==> config.mk <==
export PLATFORM = sky130hd
export DESIGN_NAME = tmon_alarm_top
export DESIGN_NICKNAME = d
export VERILOG_FILES = /design/src/rtl/tmon_pkg.sv /design/src/rtl/tmon_regs.sv /design/src/rtl/tmon_compare.sv /design/src/rtl/tmon_event.sv /design/src/rtl/tmon_alarm_top.sv
export SDC_FILE = /design/constraint.sdc
export NUM_CORES = 1
export LEC_CHECK = 0
export BUFFER_PORTS_ARGS = -buffer_cell sky130_fd_sc_hd__buf_2
export CAP_MARGIN = 40
export CORE_UTILIZATION = 51
export DETAILED_ROUTE_END_ITERATION = 10
export PLACE_DENSITY = 0.72
export SYNTH_ARGS = -nofsm -noshare
export SYNTH_HDL_FRONTEND = slang
export SYNTH_SLANG_ARGS = --single-unit
==> constraint.sdc <==
create_clock -name clk -period 2.8 [get_ports clk]
set_input_delay 0.56 -clock clk [delete_from_list [all_inputs] [get_ports clk]]
set_output_delay 0.56 -clock clk [all_outputs]
set_load 0.02 [all_outputs]
==> src/rtl/tmon_pkg.sv <==
// Package: register addresses and configuration bit positions shared by
// the temperature alarm block. Assumes an address port of at least 3 bits.
package tmon_pkg;
    localparam int ADR_CFG   = 1;
    localparam int ADR_UPPER = 2;
    localparam int ADR_LOWER = 3;
    localparam int ADR_CRIT  = 4;
    localparam int ADR_TEMP  = 5;

    localparam int B_LOCK_C  = 7;
    localparam int B_LOCK_W  = 6;
    localparam int B_CLR     = 5;
    localparam int B_STAT    = 4;
    localparam int B_EN      = 3;
    localparam int B_CRITONLY = 2;
    localparam int B_MODE    = 0;

    typedef enum logic {MODE_CMP = 1'b0, MODE_INT = 1'b1} evt_mode_e;
endpackage

==> src/rtl/tmon_regs.sv <==
// Module: writable registers of the alarm block (locks, control bits and
// the three limits). Assumes writes are single-cycle strobes; the lock
// state used to gate a write is the state held before that write.
module tmon_regs
    import tmon_pkg::*;
#(
    parameter int TEMP_W = 11,
    parameter int DATA_W = 16,
    parameter int ADDR_W = 3
) (
    input  logic                     clk,
    input  logic                     rst_n,
    input  logic [ADDR_W-1:0]        addr,
    input  logic [DATA_W-1:0]        wdata,
    input  logic                     wr_en,
    output logic signed [TEMP_W-1:0] upper_q,
    output logic signed [TEMP_W-1:0] lower_q,
    output logic signed [TEMP_W-1:0] crit_q,
    output logic                     lock_c_q,
    output logic                     lock_w_q,
    output logic                     en_q,
    output logic                     critonly_q,
    output evt_mode_e                mode_q,
    output logic                     clr_req
);
    localparam logic [TEMP_W-1:0] POS_MAX = {1'b0, {(TEMP_W-1){1'b1}}};
    localparam logic [TEMP_W-1:0] NEG_MIN = {1'b1, {(TEMP_W-1){1'b0}}};

    logic wr_cfg, wr_up, wr_lo, wr_cr, any_lock;

    // Decode write strobes per register.
    always_comb begin
        wr_cfg   = wr_en && (addr == ADDR_W'(ADR_CFG));
        wr_up    = wr_en && (addr == ADDR_W'(ADR_UPPER));
        wr_lo    = wr_en && (addr == ADDR_W'(ADR_LOWER));
        wr_cr    = wr_en && (addr == ADDR_W'(ADR_CRIT));
        any_lock = lock_c_q || lock_w_q;
        clr_req  = wr_cfg && wdata[B_CLR];
    end

    // Configuration: sticky locks, lock-guarded control bits, free mode bit.
    always_ff @(posedge clk) begin
        if (!rst_n) begin
            lock_c_q   <= 1'b0;
            lock_w_q   <= 1'b0;
            en_q       <= 1'b0;
            critonly_q <= 1'b0;
            mode_q     <= MODE_CMP;
        end else if (wr_cfg) begin
            lock_c_q <= lock_c_q | wdata[B_LOCK_C];
            lock_w_q <= lock_w_q | wdata[B_LOCK_W];
            if (!any_lock) begin
                en_q       <= wdata[B_EN];
                critonly_q <= wdata[B_CRITONLY];
            end
            mode_q <= evt_mode_e'(wdata[B_MODE]);
        end
    end

    // Limit registers, each frozen by its own lock.
    always_ff @(posedge clk) begin
        if (!rst_n) begin
            upper_q <= POS_MAX;
            lower_q <= NEG_MIN;
            crit_q  <= POS_MAX;
        end else begin
            if (wr_up && !lock_w_q) upper_q <= wdata[TEMP_W-1:0];
            if (wr_lo && !lock_w_q) lower_q <= wdata[TEMP_W-1:0];
            if (wr_cr && !lock_c_q) crit_q  <= wdata[TEMP_W-1:0];
        end
    end

    p_crit_frozen_r2: assert property (@(posedge clk) disable iff (!rst_n)
        (lock_c_q && wr_cr) |=> $stable(crit_q));
    p_win_frozen_r3: assert property (@(posedge clk) disable iff (!rst_n)
        (lock_w_q && (wr_up || wr_lo)) |=> ($stable(upper_q) && $stable(lower_q)));
    p_ctl_frozen_r4: assert property (@(posedge clk) disable iff (!rst_n)
        (lock_c_q || lock_w_q) |=> ($stable(en_q) && $stable(critonly_q)));
endmodule

==> src/rtl/tmon_compare.sv <==
// Module: captures each valid sample and compares the stored sample with
// the window and critical limits in signed arithmetic. The fresh flag
// marks the cycle right after a capture.
module tmon_compare #(
    parameter int TEMP_W = 11
) (
    input  logic                     clk,
    input  logic                     rst_n,
    input  logic signed [TEMP_W-1:0] temp_in,
    input  logic                     temp_valid,
    input  logic signed [TEMP_W-1:0] upper,
    input  logic signed [TEMP_W-1:0] lower,
    input  logic signed [TEMP_W-1:0] crit,
    input  logic                     critonly,
    output logic signed [TEMP_W-1:0] sample_q,
    output logic                     fresh_q,
    output logic                     viol
);
    logic win_hit, crit_hit;

    // Hold the last sample and flag its arrival.
    always_ff @(posedge clk) begin
        if (!rst_n) begin
            sample_q <= '0;
            fresh_q  <= 1'b0;
        end else begin
            fresh_q <= temp_valid;
            if (temp_valid) sample_q <= temp_in;
        end
    end

    // Signed comparisons against the limits, then the critical-only filter.
    always_comb begin
        win_hit  = (sample_q > upper) || (sample_q < lower);
        crit_hit = (sample_q >= crit);
        viol     = critonly ? crit_hit : (win_hit || crit_hit);
    end

    p_sample_capture_r12: assert property (@(posedge clk) disable iff (!rst_n)
        temp_valid |=> (sample_q == $past(temp_in)));
endmodule

==> src/rtl/tmon_event.sv <==
// Module: event state. Comparator mode follows the violation; interrupt
// mode latches it on a fresh sample and drops it on a clear request,
// with a same-cycle new violation taking priority over the clear.
module tmon_event
    import tmon_pkg::*;
(
    input  logic      clk,
    input  logic      rst_n,
    input  evt_mode_e mode,
    input  logic      clr_req,
    input  logic      fresh,
    input  logic      viol,
    output logic      state
);
    logic latch_q;

    // Interrupt latch; emptied whenever comparator mode is held.
    always_ff @(posedge clk) begin
        if (!rst_n)                latch_q <= 1'b0;
        else if (mode == MODE_CMP) latch_q <= 1'b0;
        else                       latch_q <= (latch_q && !clr_req) || (fresh && viol);
    end

    // Select the event state by mode.
    always_comb state = (mode == MODE_INT) ? latch_q : viol;

    p_int_hold_r11: assert property (@(posedge clk) disable iff (!rst_n)
        (mode == MODE_INT && latch_q && !clr_req) |=> (latch_q || mode == MODE_CMP || $past(mode) == MODE_CMP) || latch_q);
    p_int_set_r11: assert property (@(posedge clk) disable iff (!rst_n)
        (mode == MODE_INT && fresh && viol) |=> latch_q);
endmodule

==> src/rtl/tmon_alarm_top.sv <==
// Module: top of the temperature alarm block. Ties the register file,
// comparator and event logic together, drives the active-low pin and
// returns registered read data one cycle after a read strobe.
module tmon_alarm_top
    import tmon_pkg::*;
#(
    parameter int TEMP_W = 11,
    parameter int DATA_W = 16,
    parameter int ADDR_W = 3
) (
    input  logic                     clk,
    input  logic                     rst_n,
    input  logic [ADDR_W-1:0]        addr,
    input  logic [DATA_W-1:0]        wdata,
    input  logic                     wr_en,
    input  logic                     rd_en,
    output logic [DATA_W-1:0]        rdata,
    input  logic signed [TEMP_W-1:0] temp_in,
    input  logic                     temp_valid,
    output logic                     event_n
);
    localparam int EXT_W = DATA_W - TEMP_W;

    logic signed [TEMP_W-1:0] upper, lower, crit, sample;
    logic lock_c, lock_w, en, critonly, clr_req, fresh, viol, state;
    evt_mode_e mode;
    logic [DATA_W-1:0] cfg_word, rd_mux;

    tmon_regs #(.TEMP_W(TEMP_W), .DATA_W(DATA_W), .ADDR_W(ADDR_W)) u_regs (
        .clk(clk), .rst_n(rst_n), .addr(addr), .wdata(wdata), .wr_en(wr_en),
        .upper_q(upper), .lower_q(lower), .crit_q(crit),
        .lock_c_q(lock_c), .lock_w_q(lock_w), .en_q(en),
        .critonly_q(critonly), .mode_q(mode), .clr_req(clr_req)
    );

    tmon_compare #(.TEMP_W(TEMP_W)) u_cmp (
        .clk(clk), .rst_n(rst_n), .temp_in(temp_in), .temp_valid(temp_valid),
        .upper(upper), .lower(lower), .crit(crit), .critonly(critonly),
        .sample_q(sample), .fresh_q(fresh), .viol(viol)
    );

    tmon_event u_evt (
        .clk(clk), .rst_n(rst_n), .mode(mode), .clr_req(clr_req),
        .fresh(fresh), .viol(viol), .state(state)
    );

    // Assemble the configuration word; clear and spare bits read 0.
    always_comb begin
        cfg_word             = '0;
        cfg_word[B_LOCK_C]   = lock_c;
        cfg_word[B_LOCK_W]   = lock_w;
        cfg_word[B_STAT]     = state;
        cfg_word[B_EN]       = en;
        cfg_word[B_CRITONLY] = critonly;
        cfg_word[B_MODE]     = mode;
    end

    // Read multiplexer with sign extension of limits and sample.
    always_comb begin
        unique case (int'(addr))
            ADR_CFG:   rd_mux = cfg_word;
            ADR_UPPER: rd_mux = {{EXT_W{upper[TEMP_W-1]}}, upper};
            ADR_LOWER: rd_mux = {{EXT_W{lower[TEMP_W-1]}}, lower};
            ADR_CRIT:  rd_mux = {{EXT_W{crit[TEMP_W-1]}}, crit};
            ADR_TEMP:  rd_mux = {{EXT_W{sample[TEMP_W-1]}}, sample};
            default:   rd_mux = '0;
        endcase
    end

    // Register read data on the read strobe.
    always_ff @(posedge clk) begin
        if (!rst_n)     rdata <= '0;
        else if (rd_en) rdata <= rd_mux;
    end

    // Active-low pin gated by the enable bit.
    always_comb event_n = !(state && en);

    p_cfg_zero_bits_r5: assert property (@(posedge clk) disable iff (!rst_n)
        (rd_en && addr == ADDR_W'(ADR_CFG)) |=> (rdata[B_CLR] == 1'b0 && rdata[1] == 1'b0));
    p_pin_quiet_r7: assert property (@(posedge clk) disable iff (!rst_n)
        (!en) |-> event_n);
    p_unused_zero_r12: assert property (@(posedge clk) disable iff (!rst_n)
        (rd_en && (addr == '0 || addr > ADDR_W'(ADR_TEMP))) |=> (rdata == '0));
endmodule

==> flow_summary.json <==
{
  "numCtsBuffers": 9,
  "crit_path_frequent_cell": "o21ai_1",
  "leakage_nw": 1.97,
  "worstPathArrival_ns": 2.16,
  "post-synth-top-area-cell": "dfxtp_1",
  "ys_seq_area_share_pct": 34.5,
  "firstDrtPassIters": 4,
  "n_antenna_cell": 0,
  "critPathMaxFanout": 2,
  "rows": 30,
  "placed_area_mm2": 0.00388,
  "ys_ff_latch": 62,
  "die_h_um": 86,
  "hp-start": "temp_in[5]",
  "hold_path_end": "u_cmp.sample_q[5]$_SDFFE_PN0P_",
  "fin_ws_ns": 0.0759,
  "grt_pass1_wl_um": 14900,
  "fin_worst_skew_ns": 0.00421,
  "yosys_warnings": 0,
  "drc": 0,
  "cts_buffer_depth": 2,
  "synthFlopType": "dfxtp_1",
  "grtUsageTotal_pct": 26.9,
  "final_hold_viol_count": 0,
  "holdPathStages": 3,
  "syn_avg_cell_area_um2": 8.61,
  "cap_violations": 0,
  "worst_skew_pair.late_latency_ns": 0.35,
  "cts.sinks": 62,
  "viasPerCell": 5.57,
  "gp_congestion": 0.925,
  "async_flop_share_pct": 0,
  "core_area_mm2": 0.00679,
  "synth_top_area_share_pct": 34.5,
  "dp_hpwl_um": 6800,
  "start_kind": "register",
  "ant_nets": 0,
  "reg2reg_from": "u_cmp.sample_q[10]$_SDFFE_PN0P_",
  "dp_slack_ns": 0.238,
  "design.die.area_mm2": 0.00740,
  "clk_pin_slew_ns": 0.07,
  "fin_area_mm2": 0.00431,
  "synth-edff-count": 0,
  "finalCriticalPeriod_ns": 2.72,
  "critical_path_class": "reg -> out",
  "ir_drop_mv": 0.284,
  "antenna_found_initial": 0,
  "nets": 532,
  "root_buffer": "clkbuf_8",
  "power.density_mw_per_mm2": 504,
  "via_count": 3151,
  "gr-total-overflow": 0,
  "p_total_mw": 2.17,
  "max_slew_margin_pct": 44.9,
  "hold_path.class": "in -> reg",
  "die-width_um": 86,
  "setup_viol": 0,
  "cp-end-kind": "primary output",
  "status": "completed",
  "drive_gt1_share_pct": 26.4,
  "reg2reg_depth": 8,
  "syn_area_mm2": 0.00360,
  "area_delta_synth_final_pct": 19.8,
  "r2r_end": "u_evt.latch_q$_SDFF_PN0_",
  "avgRoutedWirePerCell_um": 16.7,
  "fmax_mhz": 367,
  "cp_slowest_cell": "a311oi_2",
  "synth_nets": 485,
  "crit_path_max_incr_delay_ns": 0.36,
  "cp.required_ns": 2.24,
  "grt_max_degree": 50,
  "cts_tree": "done",
  "post-route-period-util_pct": 97.3,
  "cpLargestDelayFamily": "compound AO/OA/AOI/OAI gates",
  "slew_violations": 0,
  "htree_levels": 3,
  "path_buf_inv": 2,
  "start_util_pct": 53.0,
  "worstMarginPinSlew_ns": 0.827,
  "r2r_setup_slack_ns": 0.83,
  "ys_types": 50,
  "cp_cell_sequence": "inv_1, ha_1, a21oi_2, o21ai_1, a311oi_2, a41oi_2, o21ai_1, buf_4",
  "grt_pass1_vias": 3009,
  "totalWireLength_um": 9480,
  "synth.area.top_cells": "dfxtp_1 (34%), ha_1 (11%), mux2i_1 (7.8%)",
  "ioPinCount": 52,
  "port_buffers": 46,
  "drt_iter0_markers": 145,
  "syn_inst": 418
}
==> cells in the final DEF (no fill, tap or decap), types with 5 or more instances in the layout <==
cell,count
nand2_1,53
nand2b_1,5
nand3_1,18
o211ai_1,18
o221ai_1,6
a21boi_0,12
mux2i_1,28
nor2_1,9
o22ai_1,6
buf_2,45
dfxtp_2,10
clkbuf_8,10
a21oi_1,18
buf_4,18
inv_1,33
nor2b_1,30
ha_1,27
dfxtp_1,50
==> stage by stage <==
step                hold WS (ns)  util (%)  std cells  setup TNS (ns)
CTS                        0.456      61.9        562         -0.0318
finish                     0.462      63.4        566               0
detailed placement         0.455      57.2        543               0
floorplan                  0.434         -        418               0
global placement           0.442      57.2        543               0
global route               0.458      63.4        566         -0.0326
==> Yosys cell counts (all sizes together) (5+ instances only) <==
cell type	number
a21boi	14
a21oi	22
buf	19
clkbuf	8
dfxtp	62
ha	32
inv	37
mux2i	28
nand2	54
nand2b	5
nand3	20
nor2	9
nor2b	31
nor3	5
o211ai	18
o21ai	8
o221ai	7
o22ai	6
==> timing repair <==
action / 4_1_cts / 5_1_grt
setup buffers: 3 / 4
endpoints found under the hold margin: 0 / 0
resized for setup: 27 / 17
pin swaps: 10 / 12
hold buffers: 0 / 0
setup endpoints to repair: 1 / 1
==> state kept, by name (all words and copies together) (netlist names) <==
| register | count |
|---|---|
| rdata | 11 |
| u_regs.crit_q | 11 |
| u_regs.upper_q | 11 |
| u_regs.en_q | 1 |
| u_cmp.fresh_q | 1 |
| u_regs.lock_c_q | 1 |
| u_cmp.sample_q | 11 |
| u_evt.latch_q | 1 |
| u_regs.critonly_q | 1 |
| u_regs.mode_q | 1 |
| u_regs.lock_w_q | 1 |
| u_regs.lower_q | 11 |
==> metal layers <==
metal	share of wire [%]	wire (um)	global-route usage [%]	vias up
met5	0	0	0	-
met4	2.3	219	11.7	0
met3	7.1	672	6.64	17
met2	49	4640	44.7	103
met1	42	3950	33.1	1474
li1	-	-	-	1557
==> kinds of logic (layout without fill, tap and decap cells) <==
family / Yosys count / after routing / share of synthesized area, %
simple gates: 135 / 135 / 19.2
buf+inv: 64 / 116 / 7.89
flops: 62 / 62 / 34.5
mux: 31 / 31 / 8.73
compound gates: 94 / 94 / 18.6
fa+ha+maj: 32 / 32 / 11.1
==> layout make-up <==
cell class	instances	area [um^2]
Fill cell	582	2480
Multi-Input combinational cell	292	2210
Sequential cell	62	1260
Timing Repair Buffer	63	360
Clock buffer	12	145
Inverter	37	141
Tap cell	96	120
Clock inverter	4	70.1
==> worst max-delay path by stage <==
stage | start | cells past startpoint | to | slack, ns
after floorplan | u_regs.crit_q[9]$_SDFFE_PN1P_ | 7 | event_n | 0.44
after global placement | u_cmp.sample_q[2]$_SDFFE_PN0P_ | 8 | event_n | 0.27
after detailed placement | u_cmp.sample_q[1]$_SDFFE_PN0P_ | 8 | event_n | 0.24
after CTS | u_regs.crit_q[10]$_SDFFE_PN0P_ | 9 | event_n | -0.03
after global routing | u_regs.crit_q[6]$_SDFFE_PN1P_ | 8 | event_n | -0.03
final | u_regs.crit_q[6]$_SDFFE_PN1P_ | 8 | event_n | 0.08
==> tightest hold or removal path, cell delays in order <==
cell     delay (ns)
buf_2          0.07
mux2i_1        0.05
nor2b_1        0.09
==> report_power, final <==
part	internal [mW]	switching (mW)
combinational	0.151	0.198
clock	0.523	0.353
sequential	0.916	0.0296
Note: power is estimated with default switching activity, not from simulation.
